==> src/rtl/idle_seq_pkg.sv <==
package idle_seq_pkg;

  localparam int CORE_STEPS = 5;
  localparam int PKG_STEPS  = 4;

  typedef enum logic [2:0] {
    S_IDLE, S_ENT_SET, S_ENT_WAIT, S_RES, S_EXT_CLR, S_EXT_WAIT
  } seqState_t;

  typedef struct packed {
    logic ptrClear;
    logic ptrInc;
    logic ptrDec;
    logic setCur;
    logic clrCur;
    logic timerClr;
    logic timerRun;
  } seqStrobe_t;

  // steps in use for each depth code; bit order is the entry order
  function automatic logic [CORE_STEPS-1:0] coreMaskOf(input logic [1:0] depth);
    case (depth)
      2'd1:    coreMaskOf = 5'b00101;
      2'd2:    coreMaskOf = 5'b01101;
      2'd3:    coreMaskOf = 5'b11111;
      default: coreMaskOf = 5'b00000;
    endcase
  endfunction

  function automatic logic [2:0] depthCode(input logic [1:0] depth);
    case (depth)
      2'd1:    depthCode = 3'd1;
      2'd2:    depthCode = 3'd3;
      2'd3:    depthCode = 3'd6;
      default: depthCode = 3'd0;
    endcase
  endfunction

endpackage

==> src/rtl/idle_seq_dp.sv <==
module idle_seq_dp
  import idle_seq_pkg::*;
#(
  parameter int NSTEPS  = 5,
  parameter int TIMEOUT = 16
) (
  input  logic              clk,
  input  logic              rstN,
  input  seqStrobe_t        stb,
  input  logic [NSTEPS-1:0] stepMask,
  input  logic [NSTEPS-1:0] stepAck,
  output logic [NSTEPS-1:0] stepReq,
  output logic              stepDone,
  output logic              atFirst,
  output logic              atLast
);
  localparam int PW = (NSTEPS > 1) ? $clog2(NSTEPS) : 1;
  localparam int TW = $clog2(TIMEOUT + 1);
  localparam logic [PW-1:0] LAST_IDX = PW'(NSTEPS - 1);
  localparam logic [TW-1:0] WAIT_LIM = TW'(TIMEOUT);

  logic [PW-1:0] ptr;
  logic [TW-1:0] waitCnt;
  logic          timedOut;

  always_ff @(posedge clk) begin
    if (!rstN) begin
      ptr     <= '0;
      stepReq <= '0;
      waitCnt <= '0;
    end else begin
      if (stb.ptrClear)    ptr <= '0;
      else if (stb.ptrInc) ptr <= ptr + 1'b1;
      else if (stb.ptrDec) ptr <= ptr - 1'b1;

      if (stb.setCur)      stepReq[ptr] <= stepMask[ptr];
      else if (stb.clrCur) stepReq[ptr] <= 1'b0;

      if (stb.timerClr) waitCnt <= '0;
      else if (stb.timerRun && waitCnt != WAIT_LIM) waitCnt <= waitCnt + 1'b1;
    end
  end

  assign timedOut = (waitCnt == WAIT_LIM);
  assign stepDone = !stepMask[ptr] || (stepAck[ptr] == stepReq[ptr]) || timedOut;
  assign atFirst  = (ptr == '0);
  assign atLast   = (ptr == LAST_IDX);

  // checker state
  logic [NSTEPS-1:0] prevReq;
  logic              orderOk;

  always_ff @(posedge clk) begin
    if (!rstN) prevReq <= '0;
    else       prevReq <= stepReq;
  end

  always_comb begin
    orderOk = 1'b1;
    for (int k = 0; k < NSTEPS; k++) begin
      if (stepReq[k] && !prevReq[k])
        for (int j = 0; j < k; j++)
          if (stepMask[j] && !stepReq[j]) orderOk = 1'b0;
      if (!stepReq[k] && prevReq[k])
        for (int j = k + 1; j < NSTEPS; j++)
          if (stepReq[j]) orderOk = 1'b0;
    end
  end


  step_order_chk: assert property (@(posedge clk) disable iff (!rstN) orderOk);


  single_change_chk: assert property (@(posedge clk) disable iff (!rstN)
    $countones(stepReq ^ prevReq) <= 1);

endmodule

==> src/rtl/idle_seq_ctrl.sv <==
module idle_seq_ctrl
  import idle_seq_pkg::*;
(
  input  logic       clk,
  input  logic       rstN,
  input  logic       go,
  input  logic       wake,
  input  logic       allowExit,
  input  logic       stepDone,
  input  logic       atFirst,
  input  logic       atLast,
  output seqStrobe_t stb,
  output logic       isIdle,
  output logic       isResident
);
  seqState_t state, nextState;

  always_ff @(posedge clk) begin
    if (!rstN) state <= S_IDLE;
    else       state <= nextState;
  end

  always_comb begin
    stb       = '0;
    nextState = state;
    case (state)
      S_IDLE: if (go) begin
        stb.ptrClear = 1'b1;
        stb.timerClr = 1'b1;
        nextState    = S_ENT_SET;
      end
      S_ENT_SET: begin
        stb.setCur   = 1'b1;
        stb.timerClr = 1'b1;
        nextState    = S_ENT_WAIT;
      end
      S_ENT_WAIT: begin
        stb.timerRun = 1'b1;
        if (stepDone) begin
          if (wake && allowExit) nextState = S_EXT_CLR;
          else if (atLast)       nextState = S_RES;
          else begin
            stb.ptrInc = 1'b1;
            nextState  = S_ENT_SET;
          end
        end
      end
      S_RES: if (wake && allowExit) nextState = S_EXT_CLR;
      S_EXT_CLR: begin
        stb.clrCur   = 1'b1;
        stb.timerClr = 1'b1;
        nextState    = S_EXT_WAIT;
      end
      S_EXT_WAIT: begin
        stb.timerRun = 1'b1;
        if (stepDone) begin
          if (atFirst) nextState = S_IDLE;
          else begin
            stb.ptrDec = 1'b1;
            nextState  = S_EXT_CLR;
          end
        end
      end
      default: nextState = S_IDLE;
    endcase
  end

  assign isIdle     = (state == S_IDLE);
  assign isResident = (state == S_RES);


  resident_hold_chk: assert property (@(posedge clk) disable iff (!rstN)
    (state == S_RES && !wake) |=> (state == S_RES));

endmodule

==> src/rtl/idle_core_unit.sv <==
module idle_core_unit
  import idle_seq_pkg::*;
#(
  parameter int TIMEOUT = 16
) (
  input  logic                  clk,
  input  logic                  rstN,
  input  logic                  idleReq,
  input  logic [1:0]            idleDepth,
  input  logic                  wakeIrq,
  input  logic                  allowExit,
  input  logic [CORE_STEPS-1:0] stepAck,
  output logic [CORE_STEPS-1:0] stepReq,
  output logic [2:0]            status,
  output logic                  inC6,
  output logic                  wakePending
);
  seqStrobe_t stb;
  logic       isIdle, isResident, stepDone, atFirst, atLast, accept;
  logic [1:0] depthReg;
  logic [2:0] statusReg;

  assign accept = isIdle && idleReq && (idleDepth != 2'd0);

  always_ff @(posedge clk) begin
    if (!rstN) begin
      depthReg    <= 2'd0;
      wakePending <= 1'b0;
      statusReg   <= 3'd0;
    end else begin
      if (accept) depthReg <= idleDepth;
      wakePending <= isIdle ? 1'b0 : (wakePending | wakeIrq);
      if (isResident)  statusReg <= depthCode(depthReg);
      else if (isIdle) statusReg <= 3'd0;
    end
  end

  idle_seq_ctrl ctrl_i (
    .clk(clk), .rstN(rstN), .go(accept), .wake(wakePending),
    .allowExit(allowExit), .stepDone(stepDone), .atFirst(atFirst),
    .atLast(atLast), .stb(stb), .isIdle(isIdle), .isResident(isResident)
  );

  idle_seq_dp #(.NSTEPS(CORE_STEPS), .TIMEOUT(TIMEOUT)) dp_i (
    .clk(clk), .rstN(rstN), .stb(stb), .stepMask(coreMaskOf(depthReg)),
    .stepAck(stepAck), .stepReq(stepReq), .stepDone(stepDone),
    .atFirst(atFirst), .atLast(atLast)
  );

  assign status = statusReg;
  assign inC6   = isResident && (depthReg == 2'd3);


  status_code_chk: assert property (@(posedge clk) disable iff (!rstN)
    statusReg == 3'd0 || statusReg == 3'd1 || statusReg == 3'd3 || statusReg == 3'd6);

endmodule

==> src/rtl/idle_seq_top.sv <==
module idle_seq_top
  import idle_seq_pkg::*;
#(
  parameter int NUM_CORES = 2,
  parameter int TIMEOUT   = 16
) (
  input  logic                          clk,
  input  logic                          rstN,
  input  logic [NUM_CORES-1:0]          idleReq,
  input  logic [2*NUM_CORES-1:0]        idleDepth,
  input  logic [NUM_CORES-1:0]          wakeIrq,
  input  logic [CORE_STEPS*NUM_CORES-1:0] coreStepAck,
  output logic [CORE_STEPS*NUM_CORES-1:0] coreStepReq,
  output logic [3*NUM_CORES-1:0]        coreState,
  input  logic [PKG_STEPS-1:0]          pkgStepAck,
  output logic [PKG_STEPS-1:0]          pkgStepReq,
  output logic [2:0]                    pkgState
);
  localparam logic [PKG_STEPS-1:0] PKG_MASK = '1;

  logic [NUM_CORES-1:0] coreInC6, corePending;
  logic       pkgIdle, pkgResident, pkgDone, pkgFirst, pkgLast, pkgGo;
  seqStrobe_t pkgStb;
  logic [2:0] pkgStateReg;

  for (genvar c = 0; c < NUM_CORES; c++) begin : gCore
    idle_core_unit #(.TIMEOUT(TIMEOUT)) core_i (
      .clk(clk), .rstN(rstN), .idleReq(idleReq[c]),
      .idleDepth(idleDepth[2*c +: 2]), .wakeIrq(wakeIrq[c]),
      .allowExit(pkgIdle),
      .stepAck(coreStepAck[CORE_STEPS*c +: CORE_STEPS]),
      .stepReq(coreStepReq[CORE_STEPS*c +: CORE_STEPS]),
      .status(coreState[3*c +: 3]), .inC6(coreInC6[c]),
      .wakePending(corePending[c])
    );


    core_after_pkg_chk: assert property (@(posedge clk) disable iff (!rstN)
      $fell(coreStepReq[CORE_STEPS*c + CORE_STEPS - 1]) |-> (pkgStepReq == '0));
  end

  assign pkgGo = (&coreInC6) && !(|corePending);

  idle_seq_ctrl pkgCtrl_i (
    .clk(clk), .rstN(rstN), .go(pkgGo), .wake(|corePending),
    .allowExit(1'b1), .stepDone(pkgDone), .atFirst(pkgFirst),
    .atLast(pkgLast), .stb(pkgStb), .isIdle(pkgIdle), .isResident(pkgResident)
  );

  idle_seq_dp #(.NSTEPS(PKG_STEPS), .TIMEOUT(TIMEOUT)) pkgDp_i (
    .clk(clk), .rstN(rstN), .stb(pkgStb), .stepMask(PKG_MASK),
    .stepAck(pkgStepAck), .stepReq(pkgStepReq), .stepDone(pkgDone),
    .atFirst(pkgFirst), .atLast(pkgLast)
  );

  always_ff @(posedge clk) begin
    if (!rstN)            pkgStateReg <= 3'd0;
    else if (pkgResident) pkgStateReg <= 3'd6;
    else if (pkgIdle)     pkgStateReg <= 3'd0;
  end
  assign pkgState = pkgStateReg;

  logic allCoresC6;
  always_comb begin
    allCoresC6 = 1'b1;
    for (int c = 0; c < NUM_CORES; c++)
      if (coreState[3*c +: 3] != 3'd6) allCoresC6 = 1'b0;
  end


  pkg_needs_c6_chk: assert property (@(posedge clk) disable iff (!rstN)
    (pkgStepReq != '0) |-> allCoresC6);

endmodule

==> config.mk <==
export PLATFORM = sky130hd
export DESIGN_NAME = idle_seq_top
export DESIGN_NICKNAME = d
export VERILOG_FILES = /design/src/rtl/idle_seq_pkg.sv /design/src/rtl/idle_seq_dp.sv /design/src/rtl/idle_seq_ctrl.sv /design/src/rtl/idle_core_unit.sv /design/src/rtl/idle_seq_top.sv
export SDC_FILE = /design/constraint.sdc
export NUM_CORES = 1
export LEC_CHECK = 0
export ABC_AREA = 1
export BUFFER_PORTS_ARGS = -buffer_cell sky130_fd_sc_hd__buf_2
export CAP_MARGIN = 5
export CORE_MARGIN = 5
export CORE_UTILIZATION = 60
export CTS_CLUSTER_SIZE = 28
export DETAILED_ROUTE_END_ITERATION = 8
export PLACE_DENSITY = 0.81
export SLEW_MARGIN = 20
export SYNTH_ARGS = -nofsm -noshare
export SYNTH_HDL_FRONTEND = slang
export SYNTH_HIERARCHICAL = 1
export SYNTH_SLANG_ARGS = --single-unit
==> constraint.sdc <==
create_clock -name clk -period 4.2 [get_ports clk]
set_input_delay 0 -clock clk [delete_from_list [all_inputs] [get_ports clk]]
set_output_delay 0 -clock clk [all_outputs]
set_load 0.1 [all_outputs]
==> results.json, run 1 <==
{
  "clk_pin_slew_ns": 0.07,
  "layout_worst_path_cycle_share_pct": 72.8,
  "slowest_stage": "dfxtp_1",
  "grt_pass1_vias": 3864,
  "layout_commonest_cell": "nand2_1",
  "start_util_pct": 61.6,
  "fin_tns_setup_ns": 0,
  "leakagePower_nw": 2.37,
  "setup_viol": 0,
  "drtPass1Iterations": 5,
  "ys_seq_area_share_pct": 28.2,
  "period_needed_ns": 3.06,
  "avgViaCountPerCell": 5.24,
  "drtAntennaViolNets": 0,
  "cp-start-kind": "flip-flop",
  "crit_chain": "inv_2, nand3_2, o21ai_2, nor2_1, nand2_1, nand3_1, inv_1, nor3_1, inv_1, fa_1, or2_2, nand3_1, xor2_1, nor2_1",
  "crit_cells": 14,
  "drt-total-wl_mm": 9.51,
  "drv_cap": 0,
  "slew_headroom_pct": 55.1,
  "endpoint_kind": "flip-flop",
  "fmax_mhz": 327,
  "cts.sinks": 59,
  "min_path_cells": 4,
  "syn_inst": 647,
  "worstRegToRegCells": 14,
  "critPathMaxStageDelay_ns": 0.70,
  "place.port_buffers": 45,
  "skew_ns": 0.00933,
  "cts_tree": "yes",
  "ys_ff_latch": 59,
  "n_antenna_cell": 0,
  "dr_total_vias": 4257,
  "cp_max_fo": 13,
  "power.density_nw_per_um2": 389,
  "clock_path_buffers": 2,
  "dieHeight_um": 93.5,
  "slew_violations": 0,
  "fillers": 575,
  "drc": 0,
  "worst-path-buf-inv": 3,
  "antenna_found_initial": 0,
  "status": "finished, final reports clean",
  "htreeDepth": 3,
  "cp.arrival_ns": 3.30,
  "drt-initial-drc-count": 141,
  "rows": 30,
  "coreArea_um2": 6790,
  "layout-drive-gt1-share_pct": 19.5,
  "crit_family": "simple AND/OR/NAND/NOR gates",
  "grt-ovfl-total": 0,
  "yosys_warnings": 6,
  "dp_hpwl_mm": 7.11,
  "layout.nets": 752,
  "syn2layout_area_growth_pct": 13.5,
  "wl_per_cell_um": 11.7,
  "hold_path.class": "input port to flip-flop",
  "grt_pass1_wl_mm": 16.3,
  "power_w": 0.00185,
  "hold_viol": 0,
  "post_cts_resized": 0,
  "layout_common_cells": "nand2_1 (156), inv_1 (90), nand3_1 (66), dfxtp_1 (59), nor2_1 (57)",
  "cts-buffers-inserted": 9,
  "cts_root_buf": "clkbuf_8",
  "clk_latency_ns": 0.35,
  "worst_slew_pin_slew_ns": 0.673,
  "rsz0062_at_grt": "false",
  "ioPinCount": 47,
  "grt_usage_pct": 22.6,
  "grt_max_degree": 18,
  "post-cts-setup-buffers": 0,
  "ir_drop_mv": 0.302,
  "die_w_um": 93.5,
  "postSynthAreaPerCell_um2": 6.47,
  "die_area_um2": 8740,
  "gp_congestion": 0.947,
  "path_class": "flip-flop to flip-flop",
  "netlist_area_um2": 4180,
  "synth_cell_types": 33,
  "worstPathRequired_ns": 4.45
}
-- per-stage QoR --
step / cell area (um^2) / instances / hold slack (ns) / util, % / setup WS [ns]
floorplan: 4220 / 656 / 0.109 / - / 1.27
global placement: 4440 / 785 / 0.277 / 65.3 / 1.36
detailed placement: 4440 / 785 / 0.292 / 65.3 / 1.19
CTS: 4750 / 813 / 0.0137 / 69.9 / 1.17
global route: 4750 / 813 / 0.0471 / 69.9 / 0.876
finish: 4750 / 813 / 0.0250 / 69.9 / 1.14
-- flip-flops by register name, indices dropped and copies added, names as in the netlist --
register	count
gCore.core_i/ctrl_i/state	6
pkgState	1
pkgDp_i/ptr	2
gCore.core_i/wakePending	2
gCore.core_i/dp_i/waitCnt	10
pkgDp_i/waitCnt	5
gCore.core_i/status	6
pkgCtrl_i/state	3
gCore.core_i/depthReg	4
gCore.core_i/dp_i/stepReq	10
pkgDp_i/stepReq	4
gCore.core_i/dp_i/ptr	6
-- Yosys cell counts (all sizes together) --
| library cell | instances | area share, % |
|---|---|---|
| nand4 | 20 | 3.3 |
| ha | 14 | 4.2 |
| nor3b | 2 | 0.36 |
| nor2 | 73 | 8.2 |
| fa | 2 | 0.96 |
| conb | 2 | 0.18 |
| inv | 104 | 9.4 |
| nand2 | 174 | 17 |
| dfxtp | 59 | 28 |
| nand3 | 78 | 11 |
| clkinv | 4 | 0.42 |
| nor3 | 5 | 0.60 |
| or2 | 9 | 1.4 |
| xor2 | 5 | 1.0 |
| o21ai | 28 | 3.5 |
| buf | 12 | 3.1 |
| a21oi | 49 | 6.3 |
| nand3b | 5 | 0.90 |
| a211oi | 2 | 0.36 |
-- cell families (layout without fill, tap and decap cells) --
group / after synthesis / after routing / share of synthesized area (%)
AND/OR/NAND/NOR: 366 / 366 / 42.3
XOR/XNOR: 5 / 5 / 1.05
buffers and inverters: 120 / 181 / 12.9
AO/OA/AOI/OAI: 79 / 79 / 10.2
flip-flops: 59 / 59 / 28.2
other: 2 / 11 / 0.179
adder cells (fa/ha/maj): 16 / 16 / 5.14
-- power breakdown --
part | internal [W] | switching [W]
registers | 0.000601 | 0.0000807
clock network | 0.000287 | 0.000227
logic | 0.000220 | 0.000434
-- worst reg2reg max path: stages (launching register included) --
cell	delay, ns
dfxtp_1	0.70
inv_2	0.21
nand3_2	0.14
o21ai_2	0.07
nor2_1	0.09
nand2_1	0.05
nand3_1	0.16
inv_1	0.12
nor3_1	0.23
inv_1	0.12
fa_1	0.45
or2_2	0.30
nand3_1	0.08
xor2_1	0.16
nor2_1	0.05
-- path summary, 6_finish.rpt --
path | slack, ns | startpoint | end
setup / recovery | 1.14 | gCore[1].core_i/dp_i/ptr[0] | gCore[1].core_i/dp_i/ptr[2]
hold / removal | 0.03 | idleReq[1] | gCore[1].core_i/depthReg[0]
setup reg to reg | 1.14 | gCore[1].core_i/dp_i/ptr[0] | gCore[1].core_i/dp_i/ptr[2]
hold reg to reg | 0.47 | gCore[1].core_i/status[0] | gCore[1].core_i/status[0]
-- cell type report --
cell class	count	area (um^2)	area share [%]
Multi-Input combinational cell	477	2500	52.6
Sequential cell	59	1180	24.9
Inverter	108	413	8.69
Timing Repair Buffer	57	345	7.27
Clock buffer	11	141	2.98
Tap cell	96	120	2.53
Clock inverter	5	52.6	1.11
-- per-layer routing --
| metal | vias to the layer above | global-route usage, % | wire length (um) |
|---|---|---|---|
| met5 | - | 0 | 0 |
| met4 | 0 | 8.91 | 163 |
| met3 | 17 | 3.78 | 467 |
| met2 | 121 | 38.0 | 4510 |
| met1 | 1942 | 28.6 | 4370 |
| li1 | 2177 | - | - |
-- what timing repair did --
item / 4_1_cts / 5_1_grt
hold buffers: 12 / 0
endpoints found under the hold margin: 7 / 0
setup endpoints to repair: 0 / 0
Note: power is estimated with default switching activity, not from simulation.
==> inputs of run 2 (changes only) <==
--- a/config.mk
+++ b/config.mk
@@ -9,10 +9,10 @@
 export BUFFER_PORTS_ARGS = -buffer_cell sky130_fd_sc_hd__buf_2
 export CAP_MARGIN = 5
 export CORE_MARGIN = 5
-export CORE_UTILIZATION = 60
+export CORE_UTILIZATION = 59
 export CTS_CLUSTER_SIZE = 28
 export DETAILED_ROUTE_END_ITERATION = 8
-export PLACE_DENSITY = 0.81
+export PLACE_DENSITY = 0.8
 export SLEW_MARGIN = 20
 export SYNTH_ARGS = -nofsm -noshare
 export SYNTH_HDL_FRONTEND = slang
==> constraint.sdc (replaced) <==
create_clock -name clk -period 2.87 [get_ports clk]
set_input_delay 0 -clock clk [delete_from_list [all_inputs] [get_ports clk]]
set_output_delay 0 -clock clk [all_outputs]
set_load 0.1 [all_outputs]
==> run 2 against run 1 <==
Effect of this change:
- power rose by 59%
- fmax up 11%
- via count increased by 2.0%
- sequential power increased by 45%
- clock power increased by 80%
- sequential share of layout area is 0.45 points lower
- count of clock-buffer cells in the layout up 2
- cell count increased by 0.86%
- clock skew increased by 0.0068 ns
- combinational power rose by 57%
- non-clock buffer count grew 7
- flip-flop and latch count unchanged
==> results.json, run 2 (synthesis gave the netlist of run 1 again) <==
{
  "slew_headroom_pct": 53.8,
  "worst-path-buf-inv": 3,
  "dieHeight_um": 94.2,
  "clk_pin_slew_ns": 0.06,
  "power_w": 0.00294,
  "avgViaCountPerCell": 5.30,
  "cts_root_buf": "clkbuf_8",
  "power.density_nw_per_um2": 598,
  "grt-ovfl-total": 0,
  "layout_common_cells": "nand2_1 (156), inv_1 (87), nand3_1 (62), nor2_1 (57), buf_2 (45)",
  "pre_cts_slack_ns": -0.101,
  "grt_pass1_vias": 4020,
  "die_area_um2": 8880,
  "path_class": "flip-flop to flip-flop",
  "fin_ws_ns": 0.118,
  "slowest_stage": "fa_2",
  "setup_viol": 0,
  "drc": 0,
  "hold_path.class": "input port to flip-flop",
  "layout_worst_path_cycle_share_pct": 95.9,
  "seqCellArea_um2": 1200,
  "crit_cells": 16,
  "skew_ns": 0.0161,
  "worst_slew_pin_slew_ns": 0.692,
  "drt-total-wl_mm": 9.79,
  "n_antenna_cell": 0,
  "drtAntennaViolNets": 0,
  "fillers": 588,
  "leakagePower_nw": 2.44,
  "critPathMaxStageDelay_ns": 0.39,
  "ir_drop_mv": 0.346,
  "layout-drive-gt1-share_pct": 24.0,
  "status": "finished, final reports clean",
  "cts_tree": "yes",
  "fin_util_pct": 71.9,
  "worstPathRequired_ns": 3.10,
  "clk_latency_ns": 0.35,
  "dp_hpwl_mm": 7.10,
  "multiInputGateArea_um2": 2540,
  "crit_chain": "inv_1, ha_1, or2_2, nand4_1, nand2_1, nor2_1, nor2_1, nand3_2, inv_1, nor3_2, inv_2, fa_2, or2_2, nand3_2, xor2_1, nor2_1",
  "placed_area_um2": 4490,
  "htreeDepth": 3,
  "clock_path_buffers": 2,
  "fmax_mhz": 363,
  "die_w_um": 94.2,
  "drt-initial-drc-count": 206,
  "cp_max_fo": 4,
  "layout_commonest_cell": "nand2_1",
  "grt_pass1_wl_mm": 16.9,
  "antenna_found_initial": 0,
  "reg_top3": "gCore.core_i/dp_i/stepReq x10, gCore.core_i/dp_i/waitCnt x10",
  "rows": 30,
  "crit_family": "simple AND/OR/NAND/NOR gates",
  "gp_congestion": 0.903,
  "drtPass1Iterations": 4,
  "dr_total_vias": 4342,
  "endpoint_kind": "flip-flop",
  "slew_violations": 0,
  "drv_cap": 0,
  "cp.arrival_ns": 2.98,
  "fin_area_um2": 4910,
  "start_util_pct": 61.2,
  "cp-start-kind": "flip-flop",
  "period_needed_ns": 2.75,
  "syn2layout_area_growth_pct": 17.5,
  "worstRegToRegCells": 16,
  "path_common_cell": "nor2_1",
  "grt_max_degree": 18,
  "ioPinCount": 47,
  "wl_per_cell_um": 11.9,
  "place.port_buffers": 45,
  "layout.nets": 759,
  "min_path_cells": 4,
  "grt_usage_pct": 23.2,
  "coreArea_um2": 6830,
  "cts-buffers-inserted": 9,
  "cts.sinks": 59,
  "hold_viol": 0
}
==> run 2: cell types whose count changed in the layout (fill, tap and decap cells not counted), moves of 3 or more <==
cell | before | now
nand3_1 | 66 | 62
inv_1 | 90 | 87
buf_4 | 0 | 7
inv_2 | 12 | 15
nand3_2 | 12 | 16
clkinv_2 | 5 | 2
dfxtp_2 | 0 | 15
clkbuf_8 | 10 | 13
dfxtp_1 | 59 | 44
==> run 2: final timing paths <==
path                                             startpoint                           to  slack, ns
worst max-delay path            gCore[0].core_i/depthReg[0]  gCore[0].core_i/dp_i/ptr[2]       0.12
worst min-delay path                             idleReq[0]  gCore[0].core_i/depthReg[1]       0.03
worst max register to register  gCore[0].core_i/depthReg[0]  gCore[0].core_i/dp_i/ptr[2]       0.12
worst min register to register    gCore[0].core_i/status[2]    gCore[0].core_i/status[2]       0.46
==> run 2: stage by stage <==
stage | setup TNS (ns) | std cells | hold slack (ns)
after floorplan | 0 | 656 | 0.109
after global placement | 0 | 790 | 0.268
after detailed placement | -0.168 | 790 | 0.276
after CTS | 0 | 818 | 0.0175
after global routing | -0.000528 | 820 | 0.0593
final | 0 | 820 | 0.0346
==> run 2: what timing repair did <==
action	CTS	global route
endpoints found under the setup margin	2	2
hold buffers	12	0
buffers inserted	0	2
pin swaps	0	4
endpoints found under the hold margin	7	0
resized for setup	5	12
==> run 2: area by class of cell <==
| class | instances | share of cell area, % |
|---|---|---|
| clock buffers | 13 | 3.64 |
| clock inverters | 3 | 1.37 |
| inverters | 108 | 8.40 |
| multi-input cells | 477 | 51.6 |
| flip-flops and latches | 59 | 24.4 |
| well taps | 96 | 2.44 |
| repair buffers | 64 | 8.10 |
==> run 2: layer usage <==
metal | part of all wire (%) | global-route usage, % | up-vias
met1 | 44 | 28.5 | 1979
met5 | 0 | 0 | -
met2 | 49 | 39.5 | 157
met3 | 6.2 | 5.53 | 13
met4 | 1.5 | 8.06 | 0
li1 | - | - | 2193
==> run 2: report_power, final <==
group | switching [W] | total, W | internal [W] | leakage [nW]
Sequential | 0.000108 | 0.000991 | 0.000883 | 0.484
Combinational | 0.000672 | 0.00103 | 0.000354 | 1.84
Clock | 0.000337 | 0.000921 | 0.000584 | 0.122
==> run 2: worst min-delay path: cells and delay by family <==
kind	cells	cell delay, ns
AO/OA/AOI/OAI	1	0.06
buffers and inverters	1	0.09
AND/OR/NAND/NOR	2	0.19
